[src/rtl/spur_cancel_pkg.sv]
package spur_cancel_pkg;

    typedef enum logic [0:0] {
        AVG_FILL = 1'b0,
        AVG_RUN  = 1'b1
    } avg_state_e;

    // Bit i set means the pattern is -1 at state index i.
    localparam logic [3:0] OFS_NEG  = 4'b1100;
    localparam logic [3:0] EDGE_NEG = 4'b0110;
    localparam logic [3:0] PHS_NEG  = 4'b0101;

    localparam int N_PAT = 3;

    function automatic logic pat_is_neg(input int kind, input logic [1:0] idx);
        logic r;
        unique case (kind)
            0:       r = OFS_NEG[idx];
            1:       r = EDGE_NEG[idx];
            default: r = PHS_NEG[idx];
        endcase
        return r;
    endfunction

endpackage

[src/rtl/spur_corr_sum.sv]
module spur_corr_sum
    import spur_cancel_pkg::*;
#(
    parameter int GAIN_W = 6,
    parameter int DAC_W  = 9
) (
    input  logic [1:0]               idx,
    input  logic signed [GAIN_W-1:0] gains [N_PAT],
    input  logic signed [DAC_W-1:0]  frac,
    output logic signed [DAC_W-1:0]  code_sat
);
    localparam int BASE_W = (DAC_W > GAIN_W + 2) ? DAC_W : GAIN_W + 2;
    localparam int SUM_W  = BASE_W + 2;
    localparam logic signed [SUM_W-1:0] HI = SUM_W'((2 ** (DAC_W - 1)) - 1);
    localparam logic signed [SUM_W-1:0] LO = -HI - SUM_W'(1);

    logic signed [SUM_W-1:0] term [N_PAT];
    logic signed [SUM_W-1:0] total;

    generate
        for (genvar k = 0; k < N_PAT; k++) begin : g_term
            logic signed [SUM_W-1:0] g_ext;
            assign g_ext   = $signed({{(SUM_W-GAIN_W){gains[k][GAIN_W-1]}}, gains[k]});
            assign term[k] = pat_is_neg(k, idx) ? -g_ext : g_ext;
        end
    endgenerate

    always_comb begin
        total = $signed({{(SUM_W-DAC_W){frac[DAC_W-1]}}, frac});
        for (int k = 0; k < N_PAT; k++) total = total + term[k];
        if (total > HI)      code_sat = HI[DAC_W-1:0];
        else if (total < LO) code_sat = LO[DAC_W-1:0];
        else                 code_sat = total[DAC_W-1:0];
    end

endmodule

[src/rtl/pe_mavg.sv]
module pe_mavg
    import spur_cancel_pkg::*;
#(
    parameter int SMP_W = 6,
    parameter int TAPS  = 4
) (
    input  logic                    clk,
    input  logic                    rst_n,
    input  logic                    smp_vld,
    input  logic signed [SMP_W-1:0] smp,
    input  logic                    bypass,
    output logic signed [SMP_W-1:0] pe_out,
    output logic                    pe_vld
);
    localparam int SH    = $clog2(TAPS);
    localparam int CNT_W = (SH < 1) ? 1 : SH;
    localparam int ACC_W = SMP_W + SH;

    avg_state_e st, st_nxt;
    logic [CNT_W-1:0] cnt, cnt_nxt;
    logic signed [SMP_W-1:0] win [TAPS-1];
    logic signed [ACC_W-1:0] acc;
    logic signed [ACC_W-1:0] avg;
    logic                    last_fill;

    assign last_fill = (st == AVG_FILL) && (cnt == CNT_W'(TAPS - 1));

    always_comb begin
        st_nxt  = st;
        cnt_nxt = cnt;
        unique case (st)
            AVG_FILL: if (smp_vld) begin
                if (last_fill) st_nxt = AVG_RUN;          // FILL_DONE
                else           cnt_nxt = cnt + CNT_W'(1);
            end
            AVG_RUN: st_nxt = AVG_RUN;
        endcase
    end

    always_ff @(posedge clk) begin
        if (!rst_n) begin
            st  <= AVG_FILL;
            cnt <= '0;
        end else begin
            st  <= st_nxt;
            cnt <= cnt_nxt;
        end
    end

    always_comb begin
        acc = $signed({{SH{smp[SMP_W-1]}}, smp});
        for (int i = 0; i < TAPS - 1; i++)
            acc = acc + $signed({{SH{win[i][SMP_W-1]}}, win[i]});
        avg = acc >>> SH;
    end

    always_ff @(posedge clk) begin
        if (!rst_n) begin
            for (int i = 0; i < TAPS - 1; i++) win[i] <= '0;
            pe_out <= '0;
            pe_vld <= 1'b0;
        end else begin
            pe_vld <= smp_vld && (bypass || st == AVG_RUN || last_fill);
            if (smp_vld) begin
                win[0] <= smp;
                for (int i = 1; i < TAPS - 1; i++) win[i] <= win[i-1];
                pe_out <= bypass ? smp : avg[SMP_W-1:0];
            end
        end
    end

    assert_run_sticky_R6: assert property (@(posedge clk) disable iff (!rst_n)
        st == AVG_RUN |=> st == AVG_RUN);
    assert_vld_pulse_R6: assert property (@(posedge clk) disable iff (!rst_n)
        pe_vld |-> $past(smp_vld));
    assert_pe_hold_R9: assert property (@(posedge clk) disable iff (!rst_n)
        !$past(smp_vld) |-> ($stable(pe_out) && !pe_vld));
    assert_bypass_raw_R7: assert property (@(posedge clk) disable iff (!rst_n)
        (pe_vld && $past(bypass)) |-> pe_out == $past(smp));

endmodule

[src/rtl/spur_pattern_canceller.sv]
module spur_pattern_canceller
    import spur_cancel_pkg::*;
#(
    parameter int GAIN_W = 6,
    parameter int DAC_W  = 9,
    parameter int ADC_W  = 6,
    parameter int TAPS   = 4
) (
    input  logic                    clk,
    input  logic                    rst_n,
    input  logic                    smp_vld,
    input  logic [1:0]              state_idx,
    input  logic signed [GAIN_W-1:0] gain_ofs,
    input  logic signed [GAIN_W-1:0] gain_edge,
    input  logic signed [GAIN_W-1:0] gain_phs,
    input  logic signed [DAC_W-1:0]  frac_code,
    input  logic signed [ADC_W-1:0]  adc_code,
    input  logic                    avg_bypass,
    output logic signed [DAC_W-1:0]  dac_code,
    output logic signed [ADC_W-1:0]  pe_out,
    output logic                    pe_vld
);
    logic signed [GAIN_W-1:0] gain_vec [N_PAT];
    logic signed [DAC_W-1:0]  corr_code;

    assign gain_vec[0] = gain_ofs;
    assign gain_vec[1] = gain_edge;
    assign gain_vec[2] = gain_phs;

    spur_corr_sum #(.GAIN_W(GAIN_W), .DAC_W(DAC_W)) u_corr (
        .idx      (state_idx),
        .gains    (gain_vec),
        .frac     (frac_code),
        .code_sat (corr_code)
    );

    always_ff @(posedge clk) begin
        if (!rst_n)       dac_code <= '0;
        else if (smp_vld) dac_code <= corr_code;
    end

    pe_mavg #(.SMP_W(ADC_W), .TAPS(TAPS)) u_mavg (
        .clk     (clk),
        .rst_n   (rst_n),
        .smp_vld (smp_vld),
        .smp     (adc_code),
        .bypass  (avg_bypass),
        .pe_out  (pe_out),
        .pe_vld  (pe_vld)
    );

    assert_dac_hold_R4: assert property (@(posedge clk) disable iff (!rst_n)
        !$past(smp_vld) |-> $stable(dac_code));

endmodule

[config.mk]
export PLATFORM = sky130hd
export DESIGN_NAME = spur_pattern_canceller
export DESIGN_NICKNAME = d
export VERILOG_FILES = /design/src/rtl/spur_cancel_pkg.sv /design/src/rtl/spur_corr_sum.sv /design/src/rtl/pe_mavg.sv /design/src/rtl/spur_pattern_canceller.sv
export SDC_FILE = /design/constraint.sdc
export NUM_CORES = 1
export LEC_CHECK = 0
export ABC_AREA = 1
export BUFFER_PORTS_ARGS = -buffer_cell sky130_fd_sc_hd__clkbuf_2
export CAP_MARGIN = 15
export CELL_PAD_IN_SITES_DETAIL_PLACEMENT = 0
export CELL_PAD_IN_SITES_GLOBAL_PLACEMENT = 1
export CORE_AREA = 2 2 93 95
export CTS_BUF_LIST = sky130_fd_sc_hd__clkbuf_4 sky130_fd_sc_hd__clkbuf_8
export DETAILED_ROUTE_END_ITERATION = 10
export DIE_AREA = 0 0 95 97
export GPL_ROUTABILITY_DRIVEN = 0
export MAX_ROUTING_LAYER = met4
export PLACE_DENSITY = 0.78
export SYNTH_ARGS = -nofsm -noshare
export SYNTH_HDL_FRONTEND = slang
export SYNTH_SLANG_ARGS = --single-unit
[constraint.sdc]
create_clock -name clk -period 5.05 [get_ports clk]
set_input_delay 0.505 -clock clk [delete_from_list [all_inputs] [get_ports clk]]
set_output_delay 0.505 -clock clk [all_outputs]
set_load 0.03 [all_outputs]
==> results of run 1 <==
==> synthesized netlist by cell type, types with 2 or more instances <==
cell type / number / share of area (%)
inv_1: 101 / 11
nand2_1: 68 / 7.3
nor2_1: 37 / 4.0
fa_1: 33 / 19
a21oi_1: 22 / 3.1
ha_1: 21 / 7.5
dfxtp_1: 19 / 11
edfxtp_1: 18 / 15
nand3_1: 16 / 2.3
o21ai_0: 16 / 2.3
xor2_1: 16 / 4.0
nand2_2: 7 / 1.2
xnor2_1: 7 / 1.7
nand3b_1: 5 / 1.1
nor3_1: 5 / 0.71
inv_2: 4 / 0.43
clkbuf_1: 3 / 0.32
nand2_4: 3 / 0.96
nor2_2: 3 / 0.53
o21bai_1: 3 / 0.64
a31oi_1: 2 / 0.36
nand3_2: 2 / 0.57
nand3_4: 2 / 1.0
nor2_4: 2 / 0.64
nor3_2: 2 / 0.57
o21ai_1: 2 / 0.29
o21ai_2: 2 / 0.50
or2_2: 2 / 0.36
==> cell type report <==
type / count / area [um2] / area share, %
Clock buffer: 6 / 82.6 / 2.07
Clock inverter: 2 / 13.8 / 0.345
Inverter: 106 / 398 / 9.96
Multi-Input combinational cell: 284 / 2170 / 54.3
Sequential cell: 37 / 921 / 23.1
Tap cell: 105 / 131 / 3.29
Timing Repair Buffer: 55 / 278 / 6.95
==> power by group <==
part | internal, W | leakage [nW] | switching, W
combinational | 0.000414 | 1.72 | 0.000642
clock | 0.000111 | 0.0512 | 0.000112
sequential | 0.000363 | 0.355 | 0.0000240
==> flip-flops by register name, summed over array words and instances, names as in the netlist <==
name and count:
dac_code 9, u_mavg.cnt 2, u_mavg.pe_out 6, u_mavg.pe_vld 1, u_mavg.st 1, u_mavg.win 18
==> cells in the final DEF, fill, tap and decap left out, types with 3 or more instances in the layout <==
| master | instances |
|---|---|
| inv_1 | 101 |
| nand2_1 | 68 |
| clkbuf_2 | 54 |
| nor2_1 | 37 |
| fa_1 | 33 |
| a21oi_1 | 22 |
| ha_1 | 21 |
| dfxtp_1 | 19 |
| edfxtp_1 | 18 |
| o21ai_0 | 16 |
| xor2_1 | 16 |
| nand3_1 | 16 |
| nand2_2 | 7 |
| xnor2_1 | 7 |
| clkbuf_8 | 6 |
| nand3b_1 | 5 |
| nor3_1 | 5 |
| inv_2 | 4 |
| nor2_2 | 3 |
| nand2_4 | 3 |
| o21bai_1 | 3 |
==> stage by stage <==
stage / cells / cell area [um2]
detailed placement: 587 / 3900
global route: 595 / 4000
CTS: 595 / 4000
floorplan: 431 / 3510
global placement: 587 / 3900
finish: 595 / 4000
==> final timing paths <==
| kind | depth (start not counted) | endpoint | slack (ns) | from |
|---|---|---|---|---|
| worst min register to register | 2 | u_mavg.pe_out[2] | 0.45 | u_mavg.pe_out[2] |
| worst min-delay path | 2 | u_mavg.pe_out[2] | 0.45 | u_mavg.pe_out[2] |
| worst max-delay path | 23 | dac_code[0] | 0.92 | state_idx[1] |
| worst max register to register | 11 | u_mavg.pe_out[5] | 2.07 | u_mavg.win[0][1] |
==> logic make-up (layout without fill, tap and decap cells) <==
kind of cell | Yosys count | after routing
AO/OA/AOI/OAI | 51 | 51
XOR/XNOR | 23 | 23
adder cells (fa/ha/maj) | 54 | 54
flip-flops | 37 | 37
buffers and inverters | 110 | 169
AND/OR/NAND/NOR | 156 | 156
==> per-layer routing <==
layer | vias up | track usage (%) | wire length (um)
met5 | - | - | 0
met3 | 4 | 2.10 | 169
li1 | 1442 | - | -
met4 | 0 | 3.68 | 38
met1 | 1271 | 20.8 | 3320
met2 | 37 | 27.4 | 3360
==> worst max-delay path: cells and delay by family <==
family,cells,cell delay (ns)
AO/OA/AOI/OAI,3,0.51
AND/OR/NAND/NOR,9,0.95
buffers and inverters,7,0.73
adder cells (fa/ha/maj),4,1.61
==> flow_summary.json, run 1 <==
{
  "cts_setup_buffers": 0,
  "drc": 0,
  "ys_seq_area_share_pct": 26.2,
  "finalNetCount": 582,
  "power.total_w": 0.00167,
  "grt_pass1_wl_mm": 11.8,
  "fin_skew_ns": 0.00899,
  "crit_top_cell": "inv_1",
  "first_iter_violations": 58,
  "dieArea_um2": 9220,
  "yosysUniqueCellTypes": 36,
  "synth-edff-count": 18,
  "cp_max_fo": 6,
  "vias": 2754,
  "critical_path.max_stage_delay_ns": 0.55,
  "syn_area_per_cell_um2": 8.15,
  "clock-sinks": 37,
  "maxSlewHeadroom_pct": 45.8,
  "fill_cells": 842,
  "dieWidth_um": 95,
  "grt_antenna_before_repair": 0,
  "numCtsBuffers": 5,
  "finalHoldViolCount": 0,
  "synth-xor-area-share_pct": 5.74,
  "synthAdderAreaFrac_pct": 26.3,
  "crit_path_top_delay_cell": "fa_1",
  "fp.dieH_um": 97,
  "critical_path_required_ns": 5.23,
  "drtPass1Iterations": 6,
  "htreeDepth": 2,
  "syn-num-nets": 524,
  "dp_slack_ns": 0.567,
  "synth_compound_area_share_pct": 8.09,
  "cp-start-kind": "primary input",
  "cts_max_path_buffers": 2,
  "hpwl_mm": 5.94,
  "via_per_inst": 4.63,
  "synthFlopType": "dfxtp_1",
  "muxShareOfSynthArea_pct": 0,
  "start_util_pct": 43.2,
  "core_um2": 8130,
  "synth_area_um2": 3510,
  "rsz0062_at_grt": "false",
  "cp-end-kind": "register",
  "area_growth_pct": 13.8,
  "ys_ff_latch": 37,
  "slew_violations": 0,
  "cts_hold_buf": 0,
  "ir_drop_v": 0.000184,
  "clk_pin_slew_ns": 0.08,
  "fmaxAchievable_ghz": 0.242,
  "cts_tree": "built",
  "path_cells": "clkbuf_2 -> inv_1 -> ha_1 -> nor2_4 -> nor2_2 -> nor2_4 -> inv_1 -> a21oi_1 -> inv_1 -> fa_1 -> fa_1 -> inv_1 -> ha_1 -> inv_1 -> o21bai_1 -> a31oi_1 -> nand3_4 -> inv_1 -> nand3_1 -> nand3_1 -> nand2_1 -> nand2_1 -> nand2_1",
  "grt_max_degree": 26,
  "p_per_area_nw_per_um2": 417,
  "clk_latency_ns": 0.29,
  "ys_async_sr_fraction_pct": 0,
  "hold_ws_ns": 0.453,
  "antenna_cells": 0,
  "wl_per_cell_um": 11.6,
  "overflow": 0,
  "antenna_left": 0,
  "ctsResizeCount": 0,
  "fin_ws_ns": 0.921,
  "tightest_slew_ns": 0.811,
  "cp.arrival_ns": 4.31,
  "p_leak_nw": 2.13,
  "status": "finished, final reports clean",
  "routed_wl_mm": 6.88,
  "max-cap-violations": 0,
  "yosys.area_share.simple_pct": 21.7,
  "rows": 33,
  "fin_crit_ns": 4.13,
  "hp-class": "register to register",
  "synth_warnings": 0,
  "pin_count": 55,
  "cts-root-buf": "clkbuf_8",
  "utilization_pct": 49.1,
  "portBuffers": 54,
  "min_period_over_period_pct": 81.8,
  "grt_pass1_vias": 2760,
  "worstSetupPathType": "primary input to register",
  "synthCells": 431,
  "setup-tns-final_ns": 0,
  "synth_top_family_by_area": "adder cells",
  "finalSetupViolations": 0,
  "final_layout_size_suffix_gt1_share_pct": 19.2,
  "track_usage_pct": 16.3
}
Note: power is estimated with default switching activity, not from simulation.
==> inputs of run 2 (changes only) <==
--- a/config.mk
+++ b/config.mk
@@ -10,13 +10,13 @@
 export CAP_MARGIN = 15
 export CELL_PAD_IN_SITES_DETAIL_PLACEMENT = 0
 export CELL_PAD_IN_SITES_GLOBAL_PLACEMENT = 1
-export CORE_AREA = 2 2 93 95
+export CORE_AREA = 2 2 97 99
 export CTS_BUF_LIST = sky130_fd_sc_hd__clkbuf_4 sky130_fd_sc_hd__clkbuf_8
 export DETAILED_ROUTE_END_ITERATION = 10
-export DIE_AREA = 0 0 95 97
+export DIE_AREA = 0 0 99 101
 export GPL_ROUTABILITY_DRIVEN = 0
 export MAX_ROUTING_LAYER = met4
-export PLACE_DENSITY = 0.78
+export PLACE_DENSITY = 0.75
 export SYNTH_ARGS = -nofsm -noshare
 export SYNTH_HDL_FRONTEND = slang
 export SYNTH_SLANG_ARGS = --single-unit
==> constraint.sdc (replaced) <==
create_clock -name clk -period 3.6 [get_ports clk]
set_input_delay 0.36 -clock clk [delete_from_list [all_inputs] [get_ports clk]]
set_output_delay 0.36 -clock clk [all_outputs]
set_load 0.03 [all_outputs]
==> flow_summary.json, run 2 (same netlist as run 1, synthesis figures left out) <==
{
  "p_comb_share_pct": 71.6,
  "power.share.clock_pct": 9.6,
  "instances_no_fill": 637,
  "dieArea_um2": 10000,
  "rows": 35,
  "status": "finished, final reports clean",
  "p_per_area_nw_per_um2": 635,
  "biggestRegsByFlops": "u_mavg.win: 18 flops, dac_code: 9 flops, u_mavg.pe_out: 6 flops",
  "p_sw_w": 0.00129,
  "cts_tree": "built",
  "antenna_left": 0,
  "finalHoldViolCount": 0,
  "drtPass1Iterations": 4,
  "track_usage_pct": 14.7,
  "layout_commonest_cell": "inv_1",
  "hpwl_mm": 5.93,
  "numCtsBuffers": 5,
  "clk_pin_slew_ns": 0.06,
  "seq_power_share_pct": 18.7,
  "switching_share_pct": 44.3,
  "setup-tns-final_ns": 0,
  "fp.dieH_um": 101,
  "grt_max_degree": 26,
  "rsz0062_at_grt": "true",
  "top_register": "u_mavg.win",
  "wl_per_cell_um": 10.8,
  "critical_path.max_stage_delay_ns": 0.50,
  "cp_top_family": "adder cells",
  "antenna_cells": 0,
  "start_util_pct": 39.1,
  "tightest_slew_ns": 0.825,
  "path_buf_inv": 9,
  "via_per_inst": 4.45,
  "cts-root-buf": "clkbuf_8",
  "cts_hold_buf": 0,
  "slew_violations": 0,
  "fin_skew_ns": 0.0141,
  "clock-sinks": 37,
  "maxSlewHeadroom_pct": 44.9,
  "ir_drop_v": 0.000287,
  "utilization_pct": 51.1,
  "hold_ws_ns": 0.320,
  "min_period_over_period_pct": 95.2,
  "cp_max_fo": 6,
  "p_int_w": 0.00162,
  "largest_reg_flops": 18,
  "fill_cells": 847,
  "fmaxAchievable_ghz": 0.292,
  "cp.arrival_ns": 3.60,
  "portBuffers": 54,
  "area_growth_pct": 30.7,
  "dieWidth_um": 99,
  "core_um2": 8980,
  "routed_wl_mm": 6.86,
  "worstSetupPathType": "primary input to register",
  "hp-class": "primary input to register",
  "critical_path_required_ns": 3.77,
  "p_leak_nw": 2.31,
  "finalSetupViolations": 0,
  "max-cap-violations": 0,
  "final_layout_size_suffix_gt1_share_pct": 36.1,
  "cts_max_path_buffers": 2,
  "first_iter_violations": 96,
  "grt_pass1_vias": 2822,
  "htreeDepth": 2,
  "layout_common_cells": "inv_1, nand2_1, clkbuf_2",
  "drc": 0,
  "grt_antenna_before_repair": 0,
  "fin_crit_ns": 3.43,
  "pin_count": 55,
  "overflow": 0,
  "placed_cells": 622,
  "cp-start-kind": "primary input",
  "cp-end-kind": "register",
  "grt_pass1_wl_mm": 11.8,
  "vias": 2833,
  "crit_path_top_delay_cell": "fa_1",
  "finalNetCount": 618,
  "clk_latency_ns": 0.28,
  "crit_top_cell": "inv_2"
}
-- run 2: what timing repair did --
action,CTS,global route
resized for setup,1,72
setup endpoints to repair,8,9
buffers inserted,1,6
pin swaps,3,45
gates cloned,0,0
-- run 2: metal layers --
metal / wire [um] / global-route usage (%) / vias up / share of wire (%)
met2: 3340 / 25.2 / 38 / 49
met1: 3260 / 18.7 / 1281 / 48
li1: - / - / 1509 / -
met5: 0 / - / - / 0
met4: 52 / 3.16 / 0 / 0.76
met3: 202 / 1.94 / 5 / 2.9
-- run 2: worst register-to-register path, delay by kind of cell, from the launching register on --
family | cells | cell delay (ns)
simple gates | 2 | 0.20
flops | 1 | 0.42
fa+ha+maj | 3 | 1.44
compound gates | 6 | 0.86
-- run 2: worst paths after layout --
| check | startpoint | end | slack (ns) | cells after the start |
|---|---|---|---|---|
| max | gain_phs[1] | dac_code[1] | 0.17 | 25 |
| min | adc_code[0] | u_mavg.pe_out[0] | 0.32 | 3 |
| max reg2reg | u_mavg.win[0][1] | u_mavg.pe_out[5] | 0.61 | 11 |
| min reg2reg | dac_code[0] | dac_code[0] | 0.46 | 2 |
-- run 2: stage by stage --
step                      setup slack, ns  cell area [um2]  power, W
after detailed placement           -0.337             4200   0.00233
after floorplan                    0.0289             3580   0.00180
after global routing              -0.0285             4590   0.00321
after global placement             -0.285             4200   0.00230
after CTS                          0.0249             4300   0.00262
final                               0.174             4590   0.00291
-- run 2: power by group through the flow --
stage	Clock (W)	Sequential (W)	Combinational [W]
2_1_floorplan	0	0.000638	0.00117
3_3_place_gp	0	0.000554	0.00175
3_5_place_dp	0	0.000555	0.00177
4_1_cts	0.000291	0.000547	0.00178
5_1_grt	0.000310	0.000555	0.00235
6_report	0.000281	0.000546	0.00209
-- run 2: area by class of cell --
type                    instances  area, um2  area share [%]
repair buffers                 91        558            12.2
clock inverters                 2       11.3           0.245
flip-flops and latches         37        921            20.1
clock buffers                   6       76.3            1.66
well taps                     111        139            3.03
multi-input cells             284       2470            53.9
inverters                     106        410            8.94
==> inputs of run 3 (changes only) <==
--- a/config.mk
+++ b/config.mk
@@ -15,7 +15,6 @@
 export DETAILED_ROUTE_END_ITERATION = 10
 export DIE_AREA = 0 0 99 101
 export GPL_ROUTABILITY_DRIVEN = 0
-export MAX_ROUTING_LAYER = met4
 export PLACE_DENSITY = 0.75
 export SYNTH_ARGS = -nofsm -noshare
 export SYNTH_HDL_FRONTEND = slang
==> flow_summary.json, run 3 (same netlist as run 1, synthesis figures left out) <==
{
  "finalNetCount": 618,
  "fmaxAchievable_ghz": 0.292,
  "fill_cells": 847,
  "grt_antenna_before_repair": 0,
  "finalSetupViolations": 0,
  "maxSlewHeadroom_pct": 44.9,
  "critical_path_required_ns": 3.77,
  "biggestRegsByFlops": "u_mavg.win: 18 flops, dac_code: 9 flops, u_mavg.pe_out: 6 flops",
  "rsz0062_at_grt": "true",
  "portBuffers": 54,
  "r2r_cells": 11,
  "placed_cells": 622,
  "finalHoldViolCount": 0,
  "cp-start-kind": "primary input",
  "core_um2": 8980,
  "via_per_inst": 4.45,
  "vias": 2836,
  "clock-sinks": 37,
  "min-delay-start": "adc_code[0]",
  "final_area_um2": 4590,
  "min_delay_worst_endpoint": "u_mavg.pe_out[0]",
  "first_iter_violations": 97,
  "fin_skew_ns": 0.0141,
  "pin_count": 55,
  "track_usage_pct": 14.2,
  "p_leak_nw": 2.31,
  "antenna_cells": 0,
  "drc": 0,
  "grt_pass1_wl_mm": 11.8,
  "worstSetupPathType": "primary input to register",
  "r2r_slack_ns": 0.61,
  "antenna_left": 0,
  "ir_drop_v": 0.000287,
  "power.total_w": 0.00292,
  "dieArea_um2": 10000,
  "cts_tree": "built",
  "start_util_pct": 39.1,
  "r2r-start": "u_mavg.win[0][1]",
  "cts_max_path_buffers": 2,
  "multi_input_area_um2": 2470,
  "overflow": 0,
  "max-cap-violations": 0,
  "status": "finished, final reports clean",
  "slew_violations": 0,
  "largest_reg_flops": 18,
  "p_per_area_nw_per_um2": 635,
  "hpwl_mm": 5.93,
  "hold_depth": 3,
  "area_growth_pct": 30.7,
  "grt_pass1_vias": 2824,
  "final_layout_size_suffix_gt1_share_pct": 36.1,
  "rr_endpoint": "u_mavg.pe_out[5]",
  "setup-tns-final_ns": 0,
  "routed_wl_mm": 6.86,
  "tightest_slew_ns": 0.825,
  "cp.arrival_ns": 3.60,
  "cp-end-kind": "register",
  "min_period_over_period_pct": 95.2,
  "drtPass1Iterations": 4,
  "fin_crit_ns": 3.43,
  "seq_area_um2": 921,
  "wl_per_cell_um": 10.8,
  "clk_pin_slew_ns": 0.06,
  "cts-root-buf": "clkbuf_8",
  "top_register": "u_mavg.win",
  "layout_commonest_cell": "inv_1",
  "cts_hold_buf": 0,
  "cp_max_fo": 6,
  "fp.dieH_um": 101,
  "rows": 35,
  "layout_common_cells": "inv_1, nand2_1, clkbuf_2",
  "grt_max_degree": 26,
  "clk_latency_ns": 0.29,
  "dieWidth_um": 99,
  "hp-class": "primary input to register",
  "placed_cell_area_um2": 4200,
  "instances_no_fill": 637,
  "htreeDepth": 2,
  "numCtsBuffers": 5
}
-- run 3: cell type report --
type	count	area share (%)
repair buffers	91	12.2
well taps	111	3.03
multi-input cells	284	53.9
flip-flops and latches	37	20.1
clock buffers	6	1.66
clock inverters	2	0.245
inverters	106	8.94
-- run 3: where the power goes --
part | internal (W) | leakage (nW) | switching, W | total [W]
clock | 0.000142 | 0.0423 | 0.000139 | 0.000281
sequential | 0.000510 | 0.355 | 0.0000367 | 0.000546
combinational | 0.000973 | 1.91 | 0.00112 | 0.00209
-- run 3: how the worst max path moves through the flow --
| stage | from | endpoint | slack (ns) |
|---|---|---|---|
| final | gain_phs[1] | dac_code[1] | 0.17 |
| after global routing | state_idx[0] | dac_code[7] | -0.03 |
| after CTS | state_idx[1] | dac_code[7] | 0.02 |
| after detailed placement | state_idx[1] | dac_code[6] | -0.34 |
| after global placement | state_idx[0] | dac_code[5] | -0.29 |
| after floorplan | state_idx[0] | dac_code[0] | 0.03 |
-- run 3: metal layers --
metal | GRT usage (%) | up-vias | wire (um)
met5 | 0 | - | 0
met4 | 3.16 | 0 | 56
met3 | 1.87 | 5 | 229
met2 | 25.2 | 40 | 3340
met1 | 18.6 | 1282 | 3240
li1 | - | 1509 | -
-- run 3: worst max-delay path: stages --
cell,delay [ns]
clkbuf_2,0.10
inv_2,0.09
ha_4,0.14
inv_2,0.04
nor3_4,0.22
nand2_2,0.10
nand2_2,0.08
inv_1,0.05
fa_1,0.50
inv_2,0.05
fa_1,0.49
inv_2,0.05
ha_4,0.28
nand2_1,0.07
buf_4,0.14
nor3_4,0.19
nand3_2,0.12
nand3_4,0.10
inv_4,0.05
nand2_4,0.07
nand3_4,0.09
nand2_2,0.07
inv_2,0.05
nand2_1,0.05
nand2_1,0.04
-- run 3: timing repair --
item                                    4_1_cts  5_1_grt
gates resized for setup                       1       72
gates cloned                                  0        0
pin swaps                                     3       45
endpoints found under the setup margin        8        9
endpoints found under the hold margin         0        0
buffers inserted                              1        6
-- run 3: per-stage QoR --
stage | hold slack (ns) | worst slack, ns | utilization, %
floorplan | 0.438 | 0.0289 | -
global placement | 0.445 | -0.285 | 46.7
detailed placement | 0.448 | -0.337 | 46.7
CTS | 0.315 | 0.0249 | 47.9
global route | 0.340 | -0.0312 | 51.1
finish | 0.320 | 0.174 | 51.1
